### config.mk
export PLATFORM = sky130hd
export DESIGN_NAME = flash_engine_arbiter
export DESIGN_NICKNAME = d
export VERILOG_FILES = /design/src/rtl/flash_arb_pkg.sv /design/src/rtl/irq_sticky.sv /design/src/rtl/frame_sched.sv /design/src/rtl/flash_wr_ctrl.sv /design/src/rtl/flash_engine_arbiter.sv
export SDC_FILE = /design/constraint.sdc
export NUM_CORES = 1
export LEC_CHECK = 0
export ABC_AREA = 1
export BUFFER_PORTS_ARGS = -buffer_cell sky130_fd_sc_hd__buf_4
export CORE_ASPECT_RATIO = 1.25
export CORE_MARGIN = 4
export CORE_UTILIZATION = 44
export CTS_BUF_LIST = sky130_fd_sc_hd__clkbuf_8
export DETAILED_ROUTE_END_ITERATION = 7
export HOLD_SLACK_MARGIN = 0.12
export PLACE_DENSITY = 0.88
export SLEW_MARGIN = 20
export SYNTH_ARGS = -nofsm -noshare
export SYNTH_HDL_FRONTEND = slang
export SYNTH_SLANG_ARGS = --single-unit
### constraint.sdc
create_clock -name clk_i -period 2 [get_ports clk_i]
set_clock_uncertainty 0.15 [all_clocks]
set_input_delay 0.2 -clock clk_i [delete_from_list [all_inputs] [get_ports clk_i]]
set_output_delay 0.2 -clock clk_i [all_outputs]
set_load 0.05 [all_outputs]
### src/rtl/flash_arb_pkg.sv
package flash_arb_pkg;
  localparam int NUM_COL = 2;
  typedef enum int {
    COL_WR_DROP   = 0,
    COL_PASS_SKIP = 1
  } col_e;
endpackage

### src/rtl/irq_sticky.sv
module irq_sticky (
  input  logic clk_i,
  input  logic rst_ni,
  input  logic set_i,
  input  logic clr_i,
  output logic flag_o
);
  always_ff @(posedge clk_i or negedge rst_ni) begin
    if (!rst_ni)      flag_o <= 1'b0;
    else if (set_i)   flag_o <= 1'b1;
    else if (clr_i)   flag_o <= 1'b0;
  end

  assert_sticky_hold_R8: assert property (@(posedge clk_i) disable iff (!rst_ni)
    flag_o && !clr_i |=> flag_o);
  assert_set_wins_R8: assert property (@(posedge clk_i) disable iff (!rst_ni)
    set_i |=> flag_o);
endmodule

### src/rtl/frame_sched.sv
module frame_sched (
  input  logic clk_i,
  input  logic rst_ni,
  input  logic en_i,
  input  logic frame_start_i,
  input  logic done_i,
  input  logic wr_busy_i,
  output logic busy_o,
  output logic pass_start_o,
  output logic skip_o,
  output logic fall_o
);
  logic busy_q, prev_q;

  assign pass_start_o = frame_start_i & en_i & ~busy_q & ~wr_busy_i;
  assign skip_o       = frame_start_i & en_i & ~busy_q &  wr_busy_i;

  always_ff @(posedge clk_i or negedge rst_ni) begin
    if (!rst_ni) begin
      busy_q <= 1'b0;
      prev_q <= 1'b0;
    end else begin
      busy_q <= en_i & (pass_start_o | (busy_q & ~done_i));
      prev_q <= busy_q;
    end
  end

  assign busy_o = busy_q;
  assign fall_o = prev_q & ~busy_q;

  assert_skip_no_pass_R3: assert property (@(posedge clk_i) disable iff (!rst_ni)
    frame_start_i && !busy_q && wr_busy_i |=> !busy_q);
  assert_pass_hold_R4: assert property (@(posedge clk_i) disable iff (!rst_ni)
    busy_q && en_i && !done_i |=> busy_q);
  assert_fall_single_R5: assert property (@(posedge clk_i) disable iff (!rst_ni)
    fall_o |=> !fall_o);
  assert_disable_idle_R9: assert property (@(posedge clk_i) disable iff (!rst_ni)
    !en_i |=> !busy_q);
  assert_excl_R3: assert property (@(posedge clk_i) disable iff (!rst_ni)
    !(busy_q && wr_busy_i));
endmodule

### src/rtl/flash_wr_ctrl.sv
module flash_wr_ctrl #(
  parameter int BA_W       = 13,
  parameter int WR_CYCLES  = 8,
  parameter int PAGE_BYTES = 512,
  localparam int PG_SH = $clog2(PAGE_BYTES),
  localparam int PG_W  = BA_W - PG_SH
) (
  input  logic            clk_i,
  input  logic            rst_ni,
  input  logic            wr_req_i,
  input  logic [BA_W-1:0] wr_addr_i,
  input  logic [7:0]      wr_data_i,
  input  logic            eng_busy_i,
  input  logic            pass_start_i,
  output logic            busy_o,
  output logic [BA_W-1:0] addr_o,
  output logic [7:0]      data_o,
  output logic [PG_W-1:0] page_o,
  output logic            drop_o
);
  localparam int CNT_W = $clog2(WR_CYCLES + 1);

  logic [CNT_W-1:0] cnt_q;
  logic             accept;

  assign busy_o = (cnt_q != '0);
  // engine wins a same-cycle tie
  assign accept = wr_req_i & ~busy_o & ~eng_busy_i & ~pass_start_i;
  assign drop_o = wr_req_i & (eng_busy_i | pass_start_i);

  always_ff @(posedge clk_i or negedge rst_ni) begin
    if (!rst_ni) begin
      cnt_q  <= '0;
      addr_o <= '0;
      data_o <= '0;
    end else begin
      if (accept) begin
        cnt_q  <= CNT_W'(WR_CYCLES);
        addr_o <= wr_addr_i;
        data_o <= wr_data_i;
      end else if (busy_o) begin
        cnt_q  <= cnt_q - 1'b1;
      end
    end
  end

  assign page_o = addr_o[BA_W-1:PG_SH];

  // run-length checker
  logic [CNT_W:0] run_q;
  always_ff @(posedge clk_i or negedge rst_ni) begin
    if (!rst_ni)     run_q <= '0;
    else if (busy_o) run_q <= run_q + 1'b1;
    else             run_q <= '0;
  end

  assert_wr_length_R2: assert property (@(posedge clk_i) disable iff (!rst_ni)
    $fell(busy_o) |-> run_q == (CNT_W+1)'(WR_CYCLES));
  assert_drop_no_write_R1: assert property (@(posedge clk_i) disable iff (!rst_ni)
    wr_req_i && eng_busy_i |=> !busy_o);
  assert_no_restart_R10: assert property (@(posedge clk_i) disable iff (!rst_ni)
    busy_o && wr_req_i |=> $stable(addr_o) && $stable(data_o));
endmodule

### src/rtl/flash_engine_arbiter.sv
module flash_engine_arbiter
  import flash_arb_pkg::*;
#(
  parameter int LOC_W      = 5,
  parameter int OFS_W      = 10,
  parameter int BA_W       = 13,
  parameter int WR_CYCLES  = 8,
  parameter int PAGE_BYTES = 512,
  localparam int IA_W = LOC_W + OFS_W,
  localparam int PG_W = BA_W - $clog2(PAGE_BYTES)
) (
  input  logic             clk_i,
  input  logic             rst_ni,
  input  logic             eng_en_i,
  input  logic             frame_start_i,
  input  logic             eng_done_i,
  input  logic [OFS_W-1:0] eng_ofs_i,
  output logic [IA_W-1:0]  eng_iaddr_o,
  input  logic             loc_we_i,
  input  logic [LOC_W-1:0] loc_wdata_i,
  output logic [LOC_W-1:0] loc_o,
  input  logic             wr_req_i,
  input  logic [BA_W-1:0]  wr_addr_i,
  input  logic [7:0]       wr_data_i,
  output logic             flash_busy_o,
  output logic [BA_W-1:0]  flash_wr_addr_o,
  output logic [7:0]       flash_wr_data_o,
  output logic [PG_W-1:0]  flash_wr_page_o,
  output logic             eng_busy_o,
  output logic             irq_busy_fall_o,
  output logic             irq_col0_o,
  output logic             irq_col1_o,
  input  logic [1:0]       irq_clr_i
);
  logic               pass_start, skip, drop;
  logic [NUM_COL-1:0] col_set, col_flag;

  always_ff @(posedge clk_i or negedge rst_ni) begin
    if (!rst_ni)                    loc_o <= '0;
    else if (loc_we_i && !eng_en_i) loc_o <= loc_wdata_i;
  end

  assign eng_iaddr_o = {loc_o, eng_ofs_i};

  frame_sched i_sched (
    .clk_i        (clk_i),
    .rst_ni       (rst_ni),
    .en_i         (eng_en_i),
    .frame_start_i(frame_start_i),
    .done_i       (eng_done_i),
    .wr_busy_i    (flash_busy_o),
    .busy_o       (eng_busy_o),
    .pass_start_o (pass_start),
    .skip_o       (skip),
    .fall_o       (irq_busy_fall_o)
  );

  flash_wr_ctrl #(
    .BA_W      (BA_W),
    .WR_CYCLES (WR_CYCLES),
    .PAGE_BYTES(PAGE_BYTES)
  ) i_wr (
    .clk_i       (clk_i),
    .rst_ni      (rst_ni),
    .wr_req_i    (wr_req_i),
    .wr_addr_i   (wr_addr_i),
    .wr_data_i   (wr_data_i),
    .eng_busy_i  (eng_busy_o),
    .pass_start_i(pass_start),
    .busy_o      (flash_busy_o),
    .addr_o      (flash_wr_addr_o),
    .data_o      (flash_wr_data_o),
    .page_o      (flash_wr_page_o),
    .drop_o      (drop)
  );

  assign col_set[COL_WR_DROP]   = drop;
  assign col_set[COL_PASS_SKIP] = skip;

  for (genvar g = 0; g < NUM_COL; g++) begin : g_col
    irq_sticky i_flag (
      .clk_i (clk_i),
      .rst_ni(rst_ni),
      .set_i (col_set[g]),
      .clr_i (irq_clr_i[g]),
      .flag_o(col_flag[g])
    );
  end

  assign irq_col0_o = col_flag[COL_WR_DROP];
  assign irq_col1_o = col_flag[COL_PASS_SKIP];

  assert_col0_on_drop_R1: assert property (@(posedge clk_i) disable iff (!rst_ni)
    wr_req_i && eng_busy_o |=> irq_col0_o);
  assert_col1_on_skip_R3: assert property (@(posedge clk_i) disable iff (!rst_ni)
    frame_start_i && eng_en_i && !eng_busy_o && flash_busy_o |=> irq_col1_o && flash_busy_o == ($past(flash_busy_o) && !$fell(flash_busy_o)));
  assert_loc_locked_R7: assert property (@(posedge clk_i) disable iff (!rst_ni)
    eng_en_i |=> $stable(loc_o));
  assert_no_skip_disabled_R9: assert property (@(posedge clk_i) disable iff (!rst_ni)
    !eng_en_i && !irq_col1_o |=> !irq_col1_o);
endmodule

======== Word-level counts from Yosys, hierarchy flattened ========
Cells that the tools add are included.
storage, ports and cells
  register bits ........................... 34
  bits of input ports ..................... 45
  output and inout port bits .............. 50
  logic and storage cells ................. 38
operators by class
  add/sub/neg operators ................... 1
  muxes and demuxes ....................... 6
  bitwise gates (word level) .............. 17
  reductions and logical operators ........ 6
operator list
  operator             count
  $and 1x1->1          11
  $mux 4               2
  $reduce_bool 2->1    3
  $mux 1               4
  $not 1->1            4
  $reduce_bool 4->1    1
  $sub 4x1->4 const B  1
  $or 1x1->1           2
  $logic_and 1x1->1    1
  $logic_not 1->1      1

======== Longest topological paths before layout ========
  depth after elaboration ................. 6
  gate-level depth with buffers ........... 9
  depth with buffers taken out ............ 8

======== Cells and area by module ========
A second synthesis with hierarchy kept.
unflattened totals
  cells, all modules ...................... 186
  area total of the unflattened synthesis .. 1,589.0 um2
by module, submodules not included
  module                times used  cells an instance  area an instance (um2)  sequential area each (um2)
  flash_wr_ctrl         1           125                1,097.3                 625.6
  flash_engine_arbiter  1           37                 310.3                   125.1
  frame_sched           1           14                 101.3                   50.0
  irq_sticky            2           5                  40.0                    25.0

======== Worst setup path before layout ========
OpenSTA, ideal clock, no wires.
  path kind ............................... reg2out
  start point ............................. register i_sched.busy_q (netlist: i_sched.busy_o)
  end point ............................... output port irq_busy_fall_o
  data arrival time ....................... 1.355 ns
  data required time ...................... 1.650 ns
  setup slack ............................. 0.295 ns
  cell stages (with the launch flop) ...... 2
  buffers on the path ..................... 0
  cells stage by stage .................... dfrtp_1 -> nor2_1
between the ends
  word-level cells in the longest chain between the ends .. 2
RTL lines
  item                    line                        text
  start, declared         frame_sched.sv:13           logic busy_q, prev_q;
  start signal, assigned  frame_sched.sv:23           busy_q <= en_i & (pass_start_o | (busy_q & ~done_i));
  $not 1->1               frame_sched.sv:29           assign fall_o = prev_q & ~busy_q;
  $and 1x1->1             frame_sched.sv:29
  end, declared           flash_engine_arbiter.sv:30  output logic irq_busy_fall_o,
Every way passes these cells.

======== Final worst setup path ========
  start point ............................. register i_wr.cnt_q[0]
  end point ............................... register i_sched.busy_q (netlist: i_sched.busy_o)
between the ends
  word-level cells in the longest chain between the ends .. 5
RTL lines
  item                    line                 text
  start, declared         flash_wr_ctrl.sv:23  logic [CNT_W-1:0] cnt_q;
  start signal, assigned  flash_wr_ctrl.sv:38  cnt_q <= CNT_W'(WR_CYCLES);
  start signal, assigned  flash_wr_ctrl.sv:42  cnt_q <= cnt_q - 1'b1;
  $reduce_bool 4->1       flash_wr_ctrl.sv:26  assign busy_o = (cnt_q != '0);
  $not 1->1               frame_sched.sv:15    assign pass_start_o = frame_start_i & en_i & ~busy_q & ~wr_busy_i;
  $and 1x1->1             frame_sched.sv:15
  $or 1x1->1              frame_sched.sv:23
  $and 1x1->1             frame_sched.sv:23
Every way passes these cells.
A chain may end at the register's enable or synchronous reset.

==> impl_metrics.toml <==
[cells_and_area]
multi_input_area_um2 = 497
fill_cells = 271
num_antenna_cells = 0
final_core_util_pct = 70.1
regArea_um2 = 851
nNetsFinal = 306
drive_gt1_share_pct = 37.5
area_delta_synth_final_pct = 54.2

[flow_run]
max-cap-violations = 0

[cts]
numCtsBuffers = 5
htree_levels = 2
clockBufferDepth = 2
root_buffer = "clkbuf_8"
cts_tree = "built"
clkTransAtPathRegs_ns = 0.07
insertion_delay_ns = 0.28
cts.sinks = 34

[logic_synthesis]
yosys-top-cells-area = "dfrtp_1 (54%), nand2_1 (13%), buf_4 (10%)"
muxShareOfSynthArea_pct = 3.59
ys_seq_elements = 34
syn_inst = 169
synth_top_family_by_area = "simple AND/OR/NAND/NOR gates"
synth_compound_area_share_pct = 1.67
yosysTopAreaCellShare_pct = 54.2
yosys.area_share.simple_pct = 25.4
netlist_area_um2 = 1570
ys.flop_type = "dfrtp_1"
syn_avg_cell_area_um2 = 9.28
synth_area_leader_cell = "dfrtp_1"
synthArstFlopShare_pct = 100
yosys.area_share.adder_pct = 0.797
synth_xor_xnor_area_share_pct = 0
synth_cell_type_count = 19
ys_warn_count = 0
synth_nets = 215
ys_seq_area_share_pct = 54.2
synth_edf_count = 0

[route]
drt_iter0_drc = 75
vias_per_cell = 4.77
vias = 1432
routedLengthMet1_mm = 1.45
wl_met2_mm = 2.18
wl_mm = 4.06
ant_nets = 0
highest_layer = "met4"
drc = 0
firstDrtPassIters = 4
met3_length_um = 281
avgRoutedWirePerCell_um = 13.5

[sta]
timing.fmax_mhz = 521
whs_ns = 0.187
max_slew_margin_pct = 71.8
tightest_slew_ns = 0.422
timing.final.crit_share_pct = 96.1
setup_viol = 0
min_period_ns = 1.92
slew_viol_final = 0
fin_ws_ns = 0.0788
hold_viol = 0

[global_routing]
antenna_found_initial = 0
grt-ovfl-total = 0
grt_pass1_wl_mm = 6.27
grt_pass1_vias = 1430
track_usage_pct = 18.9
grt_max_degree = 35

[die]
start_util_pct = 45.4
fp-row-count = 24
num_io_pins = 95
die_w_um = 61.4
core_area_um2 = 3450
die_h_um = 74.8
floorplan.die_area_um2 = 4590

[outcome]
outcome = "finished clean"

[power_and_ir_drop]
ir_worst_vdd_mv = 1.00
power.leakage_nw = 1.30
power_density_nw_per_um2 = 1500

[critical_path]
crit_path_max_fanout = 4
cp-end-kind = "flip-flop"
arrival_ns = 2.00
path_buf_inv = 2
critPathRequiredTime_ns = 2.07
cp_top_family = "buffers and inverters"
worst-setup-path-type = "reg -> reg"
slowest_stage = "dlygate4sd3_1"
cp_cell_sequence = "inv_1 -> ha_2 -> nand2_1 -> nor2_2 -> nand2_2 -> a21oi_1 -> dlygate4sd3_1"
startpoint_type = "flip-flop"
critPathMaxStageDelay_ns = 0.55

[placement]
dp.final_hpwl_mm = 2.64
pre_cts_ws_ns = 0.309
portBuffers = 74
gp_congestion = 0.794

[worst_hold_path]
worstHoldPathType = "in -> reg"
## synthesized netlist by cell type, types with 2 or more instances
master   instances
a21oi_1          2
buf_2            2
buf_4           21
buf_6            2
dfrtp_1         34
inv_1            9
mux2_2           5
nand2_1         54
nand3_1         24
nor2_1           3
o21ai_0          2
or2_2            4
## cells by family after synthesis
| logic type | count (synthesis) |
|---|---|
| simple gates | 90 |
| buf+inv | 34 |
| flops | 34 |
| compound gates | 5 |
| mux | 5 |
| fa+ha+maj | 1 |
## path summary, 6_finish.rpt
| kind | from | endpoint | cells past startpoint | slack, ns |
|---|---|---|---|---|
| max | i_wr.cnt_q[0]$_DFFE_PN0P_ | i_sched.busy_o$_DFF_PN0_ | 7 | 0.08 |
| min | frame_start_i | i_wr.cnt_q[1]$_DFFE_PN0P_ | 5 | 0.19 |
| max reg2reg | i_wr.cnt_q[0]$_DFFE_PN0P_ | i_sched.busy_o$_DFF_PN0_ | 7 | 0.08 |
| min reg2reg | i_wr.addr_o[3]$_DFFE_PN0P_ | i_wr.addr_o[3]$_DFFE_PN0P_ | 2 | 0.33 |
| max in group asynchronous | rst_ni | i_wr.addr_o[5]$_DFFE_PN0P_ | 2 | 1.15 |
| min in group asynchronous | rst_ni | loc_o[3]$_DFFE_PN0P_ | 2 | 0.25 |
## layout make-up
cell class	instances	share of cell area, %
clock buffers	6	3.41
clock inverters	2	0.362
inverters	9	1.40
multi-input cells	101	20.5
flip-flops and latches	34	35.2
well taps	39	2.02
repair buffers	109	37.1
## metrics by stage
stage	power, mW	cells	instance area [µm²]	setup TNS, ns
finish	3.64	300	2420	0
global route	3.85	300	2420	-0.00254
global placement	3.04	259	2000	0
floorplan	2.60	169	1570	0
CTS	3.65	299	2410	0
detailed placement	3.09	259	2000	0
## worst reg2reg max path: cells and delay by family (launching register included)
| kind | cells | cell delay [ns] |
|---|---|---|
| AND/OR/NAND/NOR | 3 | 0.34 |
| adder cells (fa/ha/maj) | 1 | 0.21 |
| flip-flops | 1 | 0.40 |
| AO/OA/AOI/OAI | 1 | 0.12 |
| buffers and inverters | 2 | 0.64 |
## power breakdown
part	leakage, nW	internal, mW	switching (mW)
registers	0.427	0.944	0.166
logic	0.820	0.627	1.39
clock network	0.0524	0.272	0.240
total	1.30	1.84	1.80
## timing repair
action	in CTS	in global routing
setup buffers	0	1
hold endpoints to repair	65	0
hold buffers	32	0
resized for setup	0	1
endpoints found under the setup margin	0	1
## layout by cell type (no fill, tap or decap), drive strengths merged
cell type	count
buf	77
nand2	56
dfrtp	34
dlygate4sd3	32
nand3	24
inv	10
clkbuf	6
mux2	5
nor2	5
or2	4
a21oi	2
o21ai	2
a31oi	1
nor3	1
ha	1
clkinv	1
## flip-flops by register name (all words and copies together), names as in the netlist
signal               cells
i_wr.addr_o             13
i_wr.cnt_q               4
i_sched.prev_q           1
i_wr.data_o              8
g_col.i_flag.flag_o      2
i_sched.busy_o           1
loc_o                    5
## per-layer routing
layer,GRT usage (%),vias up
met3,6.52,18
met1,21.5,661
met5,0,-
met4,9.43,0
li1,-,697
met2,31.2,56
Note: power is estimated with default switching activity, not from simulation.
